[src/rtl/sfr_pkg.sv]
package sfr_pkg;
    typedef enum logic [3:0] {
        RG_NONE, RG_TMR, RG_PCL, RG_STAT, RG_PTR, RG_PA, RG_PB, RG_ADCC,
        RG_ADRES, RG_PCH, RG_INTC, RG_OPT, RG_DIRA, RG_DIRB, RG_ADCF
    } reg_id_t;

    localparam logic [6:0] OFS_IND   = 7'h00;
    localparam logic [6:0] OFS_TMR   = 7'h01;
    localparam logic [6:0] OFS_PCL   = 7'h02;
    localparam logic [6:0] OFS_STAT  = 7'h03;
    localparam logic [6:0] OFS_PTR   = 7'h04;
    localparam logic [6:0] OFS_PORTA = 7'h05;
    localparam logic [6:0] OFS_PORTB = 7'h06;
    localparam logic [6:0] OFS_ADC   = 7'h08;
    localparam logic [6:0] OFS_ADRES = 7'h09;
    localparam logic [6:0] OFS_PCH   = 7'h0A;
    localparam logic [6:0] OFS_INTC  = 7'h0B;

    localparam int PCH_W = 5;
    localparam logic [7:0] OPT_RST    = 8'hFF;
    localparam logic [7:0] ADCC_MASK  = 8'hDF;
    localparam int ADCF_W = 2;
endpackage

[src/rtl/sfr_addr_resolve.sv]
module sfr_addr_resolve (
    input  logic [7:0] cpu_addr,
    input  logic [7:0] ptr,
    output logic [7:0] eff_addr,
    output logic       blocked
);
    import sfr_pkg::*;
    logic is_window;

    // offset 00h in either bank is the virtual window
    assign is_window = (cpu_addr[6:0] == OFS_IND);
    assign eff_addr  = is_window ? ptr : cpu_addr;
    // a pointer at the window itself would recurse: block it
    assign blocked   = is_window && (ptr[6:0] == OFS_IND);
endmodule

[src/rtl/sfr_decode.sv]
module sfr_decode (
    input  logic [7:0]       addr,
    input  logic             blocked,
    output sfr_pkg::reg_id_t id
);
    import sfr_pkg::*;

    always_comb begin
        id = RG_NONE;
        if (!blocked) begin
            // mirrored registers first: bank bit ignored
            case (addr[6:0])
                OFS_PCL:   id = RG_PCL;
                OFS_STAT:  id = RG_STAT;
                OFS_PTR:   id = RG_PTR;
                OFS_ADRES: id = RG_ADRES;
                OFS_PCH:   id = RG_PCH;
                OFS_INTC:  id = RG_INTC;
                OFS_TMR:   id = addr[7] ? RG_OPT  : RG_TMR;
                OFS_PORTA: id = addr[7] ? RG_DIRA : RG_PA;
                OFS_PORTB: id = addr[7] ? RG_DIRB : RG_PB;
                OFS_ADC:   id = addr[7] ? RG_ADCF : RG_ADCC;
                default:   id = RG_NONE;
            endcase
        end
    end
endmodule

[src/rtl/sfr_port.sv]
module sfr_port #(
    parameter int           W        = 8,
    parameter logic [W-1:0] HOLD_MSK = '1
) (
    input  logic         clk,
    input  logic         por_n,
    input  logic         sys_rst,
    input  logic         lat_we,
    input  logic         dir_we,
    input  logic [W-1:0] wdata,
    output logic [W-1:0] lat,
    output logic [W-1:0] dir
);
    logic [W-1:0] lat_q;
    logic [W-1:0] dir_q;

    for (genvar i = 0; i < W; i++) begin : g_bit
        if (HOLD_MSK[i]) begin : g_keep
            always_ff @(posedge clk or negedge por_n) begin
                if (!por_n)       lat_q[i] <= 1'b0;
                else if (sys_rst) lat_q[i] <= lat_q[i];
                else if (lat_we)  lat_q[i] <= wdata[i];
            end
        end else begin : g_clear
            always_ff @(posedge clk or negedge por_n) begin
                if (!por_n)       lat_q[i] <= 1'b0;
                else if (sys_rst) lat_q[i] <= 1'b0;
                else if (lat_we)  lat_q[i] <= wdata[i];
            end
        end
    end

    // direction: every bit an input after any reset
    always_ff @(posedge clk or negedge por_n) begin
        if (!por_n)       dir_q <= '1;
        else if (sys_rst) dir_q <= '1;
        else if (dir_we)  dir_q <= wdata;
    end

    assign lat = lat_q;
    assign dir = dir_q;

    assert_latch_hold_R6: assert property (@(posedge clk) disable iff (!por_n)
        (!lat_we && !sys_rst) |=> $stable(lat));
    assert_dir_reset_R9: assert property (@(posedge clk) disable iff (!por_n)
        sys_rst |=> (dir == {W{1'b1}}));
endmodule

[src/rtl/banked_sfr_file.sv]
module banked_sfr_file #(
    parameter int PA_W = 5,
    parameter int PB_W = 8
) (
    input  logic            clk,
    input  logic            por_n,
    input  logic            sys_rst,
    input  logic            rst_wdt,
    input  logic [7:0]      cpu_addr,
    input  logic            cpu_we,
    input  logic [7:0]      cpu_wdata,
    output logic [7:0]      cpu_rdata,
    output logic            bank_o,
    input  logic [PA_W-1:0] pin_a,
    input  logic [PB_W-1:0] pin_b,
    output logic [PA_W-1:0] lat_a,
    output logic [PB_W-1:0] lat_b,
    output logic [PA_W-1:0] dir_a,
    output logic [PB_W-1:0] dir_b
);
    import sfr_pkg::*;

    localparam logic [PA_W-1:0] PA_HOLD = PA_W'(1) << (PA_W - 1);
    localparam logic [PB_W-1:0] PB_HOLD = '1;

    logic [7:0]       eff_addr;
    logic             blocked;
    reg_id_t          id;
    logic             wr;

    logic [7:0]       tmr_q, pcl_q, ptr_q, adres_q, intc_q, opt_q, adcc_q;
    logic [PCH_W-1:0] pch_q;
    logic [ADCF_W-1:0] adcf_q;
    logic             st_bank;
    logic [1:0]       st_flags;
    logic [2:0]       st_low;

    sfr_addr_resolve u_resolve (
        .cpu_addr (cpu_addr),
        .ptr      (ptr_q),
        .eff_addr (eff_addr),
        .blocked  (blocked)
    );

    sfr_decode u_decode (
        .addr    (eff_addr),
        .blocked (blocked),
        .id      (id)
    );

    assign wr = cpu_we && !sys_rst;

    sfr_port #(.W(PA_W), .HOLD_MSK(PA_HOLD)) u_port_a (
        .clk     (clk),
        .por_n   (por_n),
        .sys_rst (sys_rst),
        .lat_we  (wr && id == RG_PA),
        .dir_we  (wr && id == RG_DIRA),
        .wdata   (cpu_wdata[PA_W-1:0]),
        .lat     (lat_a),
        .dir     (dir_a)
    );

    sfr_port #(.W(PB_W), .HOLD_MSK(PB_HOLD)) u_port_b (
        .clk     (clk),
        .por_n   (por_n),
        .sys_rst (sys_rst),
        .lat_we  (wr && id == RG_PB),
        .dir_we  (wr && id == RG_DIRB),
        .wdata   (cpu_wdata[PB_W-1:0]),
        .lat     (lat_b),
        .dir     (dir_b)
    );

    // core and peripheral storage: power-on, other reset, write
    always_ff @(posedge clk or negedge por_n) begin
        if (!por_n) begin
            tmr_q    <= '0;
            pcl_q    <= '0;
            ptr_q    <= '0;
            adres_q  <= '0;
            intc_q   <= '0;
            opt_q    <= OPT_RST;
            adcc_q   <= '0;
            pch_q    <= '0;
            adcf_q   <= '0;
            st_bank  <= 1'b0;
            st_flags <= 2'b11;
            st_low   <= '0;
        end else if (sys_rst) begin
            pcl_q    <= '0;
            intc_q   <= {7'b0, intc_q[0]};
            opt_q    <= OPT_RST;
            adcc_q   <= '0;
            pch_q    <= '0;
            adcf_q   <= '0;
            st_bank  <= 1'b0;
            st_flags <= rst_wdt ? 2'b00 : 2'b11;
        end else if (cpu_we) begin
            case (id)
                RG_TMR:   tmr_q   <= cpu_wdata;
                RG_PCL:   pcl_q   <= cpu_wdata;
                RG_PTR:   ptr_q   <= cpu_wdata;
                RG_ADRES: adres_q <= cpu_wdata;
                RG_INTC:  intc_q  <= cpu_wdata;
                RG_OPT:   opt_q   <= cpu_wdata;
                RG_ADCC:  adcc_q  <= cpu_wdata & ADCC_MASK;
                RG_PCH:   pch_q   <= cpu_wdata[PCH_W-1:0];
                RG_ADCF:  adcf_q  <= cpu_wdata[ADCF_W-1:0];
                RG_STAT: begin
                    st_bank <= cpu_wdata[5];
                    st_low  <= cpu_wdata[2:0];
                end
                default: ;
            endcase
        end
    end

    always_comb begin
        case (id)
            RG_TMR:   cpu_rdata = tmr_q;
            RG_PCL:   cpu_rdata = pcl_q;
            RG_STAT:  cpu_rdata = {2'b00, st_bank, st_flags, st_low};
            RG_PTR:   cpu_rdata = ptr_q;
            RG_PA:    cpu_rdata = 8'(pin_a);
            RG_PB:    cpu_rdata = 8'(pin_b);
            RG_ADCC:  cpu_rdata = adcc_q;
            RG_ADRES: cpu_rdata = adres_q;
            RG_PCH:   cpu_rdata = 8'(pch_q);
            RG_INTC:  cpu_rdata = intc_q;
            RG_OPT:   cpu_rdata = opt_q;
            RG_DIRA:  cpu_rdata = 8'(dir_a);
            RG_DIRB:  cpu_rdata = 8'(dir_b);
            RG_ADCF:  cpu_rdata = 8'(adcf_q);
            default:  cpu_rdata = 8'h00;
        endcase
    end

    assign bank_o = st_bank;

    assert_flags_readonly_R10: assert property (@(posedge clk) disable iff (!por_n)
        !sys_rst |=> $stable(st_flags));
    assert_blocked_nowrite_R4: assert property (@(posedge clk) disable iff (!por_n)
        (cpu_we && blocked) |=> ($stable(ptr_q) && $stable(tmr_q) && $stable(st_low)
                                 && $stable(lat_b) && $stable(intc_q)));
    assert_bank_reset_R1: assert property (@(posedge clk) disable iff (!por_n)
        sys_rst |=> !bank_o);
    assert_reset_beats_write_R11: assert property (@(posedge clk) disable iff (!por_n)
        (sys_rst && cpu_we) |=> ($stable(ptr_q) && $stable(tmr_q) && $stable(adres_q)));
    assert_wdt_flags_R8: assert property (@(posedge clk) disable iff (!por_n)
        (sys_rst && rst_wdt) |=> (st_flags == 2'b00));
endmodule

[config.mk]
export PLATFORM = sky130hd
export DESIGN_NAME = banked_sfr_file
export DESIGN_NICKNAME = d
export VERILOG_FILES = /design/src/rtl/sfr_pkg.sv /design/src/rtl/sfr_addr_resolve.sv /design/src/rtl/sfr_decode.sv /design/src/rtl/sfr_port.sv /design/src/rtl/banked_sfr_file.sv
export SDC_FILE = /design/constraint.sdc
export NUM_CORES = 1
export LEC_CHECK = 0
export ABC_AREA = 1
export CAP_MARGIN = 40
export CORE_MARGIN = 2
export CORE_UTILIZATION = 50
export DETAILED_ROUTE_END_ITERATION = 12
export DONT_BUFFER_PORTS = 1
export PLACE_DENSITY = 0.74
export SYNTH_ARGS = -nofsm -noshare
export SYNTH_HDL_FRONTEND = slang
export SYNTH_SLANG_ARGS = --single-unit
[constraint.sdc]
create_clock -name clk -period 3.94 [get_ports clk]
set_input_delay 0.394 -clock clk [delete_from_list [all_inputs] [get_ports clk]]
set_output_delay 0.394 -clock clk [all_outputs]
set_load 0.1 [all_outputs]
==> reports/qor.txt <==
OUTCOME
------------------------------------------------------------------------------------------------------
Run status                                                                                   completed

WORST HOLD PATH
------------------------------------------------------------------------------------------------------
Hold worst-path end                                                                       st_flags[0]$_DFFE_PN1P_
Hold Path Cell Cnt                                                                                   1
Path class of the lowest-slack min-delay path                                             primary input to flip-flop
Hold_sp                                                                                        rst_wdt

LOGIC SYNTHESIS
------------------------------------------------------------------------------------------------------
Main flop type after synthesis                                                                 dfrtp_1
Top cell types by occurrence after synthesis                                              nand2_1 (173), dfrtp_1 (71), inv_1 (64), o21ai_0 (63), nor2_1 (56)
Synthesized netlist net count                                                                      629
Dominant cell type by area after synthesis                                                     dfrtp_1
Synth Area per Inst                                                                          7.972 um2
Distinct cells, synth                                                                               35
Number of warnings reported in the yosys synthesis log                                               0
Post-synth EDFFs                                                                                     0
Largest cells by area after synthesis                                                     dfrtp_1 (37%), nand2_1 (14%), dfstp_2 (12%)
Share of flip-flops with an asynchronous set or reset after synthesis                            1.000
Portion of the post-synthesis area used by sequential elements                                  0.4964
Flip-flop and latch count after synthesis                                                           93
Post-Synthesis Cell Area                                                                      4743 um2
Cell with the most instances after synthesis                                                   nand2_1
Area share of the largest cell type after synthesis                                             0.3746
Cells after synthesis                                                                              595

PLACEMENT
------------------------------------------------------------------------------------------------------
Final weighted congestion in routability-driven placement                                       0.9360
HPWL after DPL                                                                                9.189 mm
Count of buffers from port buffering                                                                 0

TIMING
------------------------------------------------------------------------------------------------------
Worst relative slew slack                                                                       0.3948
Final critical-path required period                                                           3.208 ns
Share of the clock period used by the worst path after layout                                   0.8141
Count of endpoints failing hold in the final timing report                                           0
Final Max Slew Viols                                                                                 0
Fmax                                                                                         311.8 MHz
Clock skew after layout                                                                    0.006705 ns
Unrepaired setup endpoints after global routing                                                  false
Setup total negative slack                                                                        0 ns
Setup violators final                                                                                0
Transition time at the pin with the least slew margin                                        0.9078 ns

DIE
------------------------------------------------------------------------------------------------------
Full die area                                                                                10280 um2
Die outline width                                                                             101.4 um
# rows                                                                                              35
Y dimension of the die                                                                        101.4 um
I/O Pins                                                                                            69
Initial standard-cell utilization of the core                                                   0.5133
Std-Cell Core Area                                                                            9240 um2

ROUTE
------------------------------------------------------------------------------------------------------
Final routed wirelength across all metal layers                                               12.71 mm
Detail-routed net length per standard cell                                                    17.00 um
Total via count in the routed design                                                              4175
Via count normalized by instance count                                                           5.582
Remaining antenna violation count after routing                                                      0
Number of DRC violations after detailed-routing iteration 0                                        349
Detailed-router iteration count before antenna repair                                                5
DRC violation count after routing                                                                    0

GLOBAL ROUTING
------------------------------------------------------------------------------------------------------
Busiest metal layer after global routing                                                          met2
Gr usage total                                                                                  0.2607
Via count of the first global-routing pass                                                        3940
Initial antenna violation count                                                                      0
Sum of overflow across all layers after global routing                                               0
Global-route met2 utilization                                                                   0.4086
Global routing usage on met1                                                                    0.3525
Met3 Usage GRT                                                                                 0.04624
Largest net degree at the start of global routing                                                   94
Wire length of the first global-routing pass                                                  20.30 mm

LAYOUT
------------------------------------------------------------------------------------------------------
Filler cells                                                                                       819
Number of nets in the finished design                                                              648
Area added between synthesis and finish                                                         13.95%
Fraction of final layout cells sized beyond drive strength 1                                    0.1680
Antenna Cells                                                                                        0

SETUP PATH
------------------------------------------------------------------------------------------------------
Critical Setup Path Class                                                                 flip-flop to output port
Slack of the worst reg-to-reg path                                                             1.44 ns
Endpoint arrival time on the critical path                                                     2.81 ns
Required time worst endpoint                                                                   3.55 ns
Worst reg-to-reg path cell count                                                                    14
Kind of end point of the critical path                                                     output port
R2R Path Start                                                                            ptr_q[4]$_DFFE_PN0P_
Launching element type of the critical path                                                  flip-flop
Maximum fanout along the worst path                                                                  9
Capture point of the worst reg-to-reg path                                                adcc_q[2]$_DFFE_PN0P_
Launch point of the critical path                                                         ptr_q[4]$_DFFE_PN0P_

PWR
------------------------------------------------------------------------------------------------------
Cell-internal power                                                                           1.426 mW
Leakage                                                                                       2.559 nW
Design Power                                                                                  2.058 mW
PD cells                                                                                  380.8 nW/um2
Logic pwr share                                                                                  0.103
Switching Share                                                                                 0.3073
Total net switching power                                                                    0.6325 mW
Sequential power share                                                                           0.565
Peak supply drop                                                                           0.0002373 V
Clk pwr share                                                                                    0.332

CLOCKING
------------------------------------------------------------------------------------------------------
CTS tree                                                                                           yes
Buffer type at the clock tree root                                                            clkbuf_8
Maximum count of clock buffers along a single path                                                   2
H-tree lvl count                                                                                     3
TritonCTS Sinks                                                                                     93
Clock latency on the worst-skew pair                                                           0.37 ns
Clock transition at the register clock pins on the worst setup and hold paths after CTS        0.09 ns
Total clock buffers created by CTS                                                                   9

RUN
------------------------------------------------------------------------------------------------------
# Max-Cap Violations                                                                                 0

==> how the worst max path moves through the flow <==
stage | depth (start not counted) | slack, ns | end
after floorplan | 14 | 1.00 | cpu_rdata[6]
after global routing | 16 | 0.51 | cpu_rdata[3]
after global placement | 16 | 1.17 | cpu_rdata[4]
after detailed placement | 18 | 1.12 | cpu_rdata[7]
final | 16 | 0.73 | cpu_rdata[4]
after CTS | 18 | 0.79 | cpu_rdata[7]
==> layer usage <==
layer / routed length, um / up-vias
li1: - / 1964
met1: 5151 / 1963
met2: 6103 / 210
met3: 1040 / 38
met4: 420 / 0
met5: 0 / -
==> power groups by stage <==
stage	registers, mW	logic [mW]	clock network, mW
2_1_floorplan	1.18	0.132	0
4_1_cts	1.16	0.207	0.689
3_5_place_dp	1.18	0.184	0
3_3_place_gp	1.19	0.158	0
5_1_grt	1.17	0.234	0.722
6_report	1.16	0.211	0.684
==> cells by family (layout without fill, tap and decap cells) <==
family	after synthesis	in the layout	synth area share
buffers and inverters	87	111	0.07333
AND/OR/NAND/NOR	286	286	0.2625
AO/OA/AOI/OAI	129	129	0.1678
flip-flops	93	93	0.4964
==> through the flow <==
| step | cell area (um2) | utilization | hold slack (ns) | cells | worst slack [ns] |
|---|---|---|---|---|---|
| 6_report | 5405 | 0.5850 | 0.09953 | 748 | 0.7325 |
| 5_1_grt | 5405 | 0.5850 | 0.09723 | 748 | 0.5140 |
| 4_1_cts | 5378 | 0.5820 | 0.09795 | 747 | 0.7876 |
| 3_5_place_dp | 5130 | 0.5552 | 0.1017 | 729 | 1.116 |
| 3_3_place_gp | 4910 | 0.5313 | 0.1023 | 721 | 1.167 |
| 2_1_floorplan | 4743 | - | 0.09841 | 595 | 1.003 |
==> state kept, by name, summed over array words and instances (netlist names) <==
signal,flops
adcc_q,7
adcf_q,2
adres_q,8
bank_o,1
intc_q,8
opt_q,8
pch_q,5
pcl_q,8
ptr_q,8
st_flags,1
st_low,3
tmr_q,8
u_port_a.dir,5
u_port_a.lat,5
u_port_b.dir,8
u_port_b.lat,8
==> cell usage in the layout (no fill, tap or decap), types with 2 or more instances in the layout <==
cell and count:
o21ai_0 63, nand2_4 3, clkbuf_8 9, a31oi_1 3, nand2_2 7, o21ai_1 7
nand3_1 27, clkbuf_1 2, o221ai_1 2, nor2_1 56, o21ai_2 16, nand3_2 6
nand4_1 8, buf_16 10, dfrtp_1 71, nor2_4 5, a21oi_1 13, inv_1 64
buf_4 10, a221oi_1 2, nand2_1 173, o2111ai_1 3, o22ai_1 10, clkinv_1 3
a22o_1 2, dfstp_2 22, inv_2 7, o21ai_4 2
==> worst max-delay path, cell delays in order, from the launching register on <==
cell	delay (ns)
dfrtp_1	0.42
nor2_1	0.15
nand2_1	0.08
nand2_1	0.07
nand2_1	0.08
inv_2	0.15
nand3_2	0.15
nor2_1	0.21
a21oi_1	0.09
inv_1	0.07
nand3_1	0.11
nor2_4	0.26
nand2_1	0.09
nand3_1	0.08
nor2_1	0.07
nand2_1	0.08
buf_4	0.28
==> cell type report <==
type                            count  area (um2)  share of cell area
Sequential cell                    93        2355              0.4356
Timing Repair Buffer               21       360.3             0.06667
Clock inverter                      4       53.80            0.009954
Multi-Input combinational cell    415        2041              0.3775
Tap cell                          129       161.4             0.02986
Inverter                           74       277.8             0.05139
Clock buffer                       12       156.4             0.02894
==> timing repair <==
action / CTS / global route
buffers inserted: 0 / 0
gates resized for setup: 0 / 0
hold endpoints to repair: 93 / 0
hold buffers: 2 / 0
(Power assumes the default switching activity.)
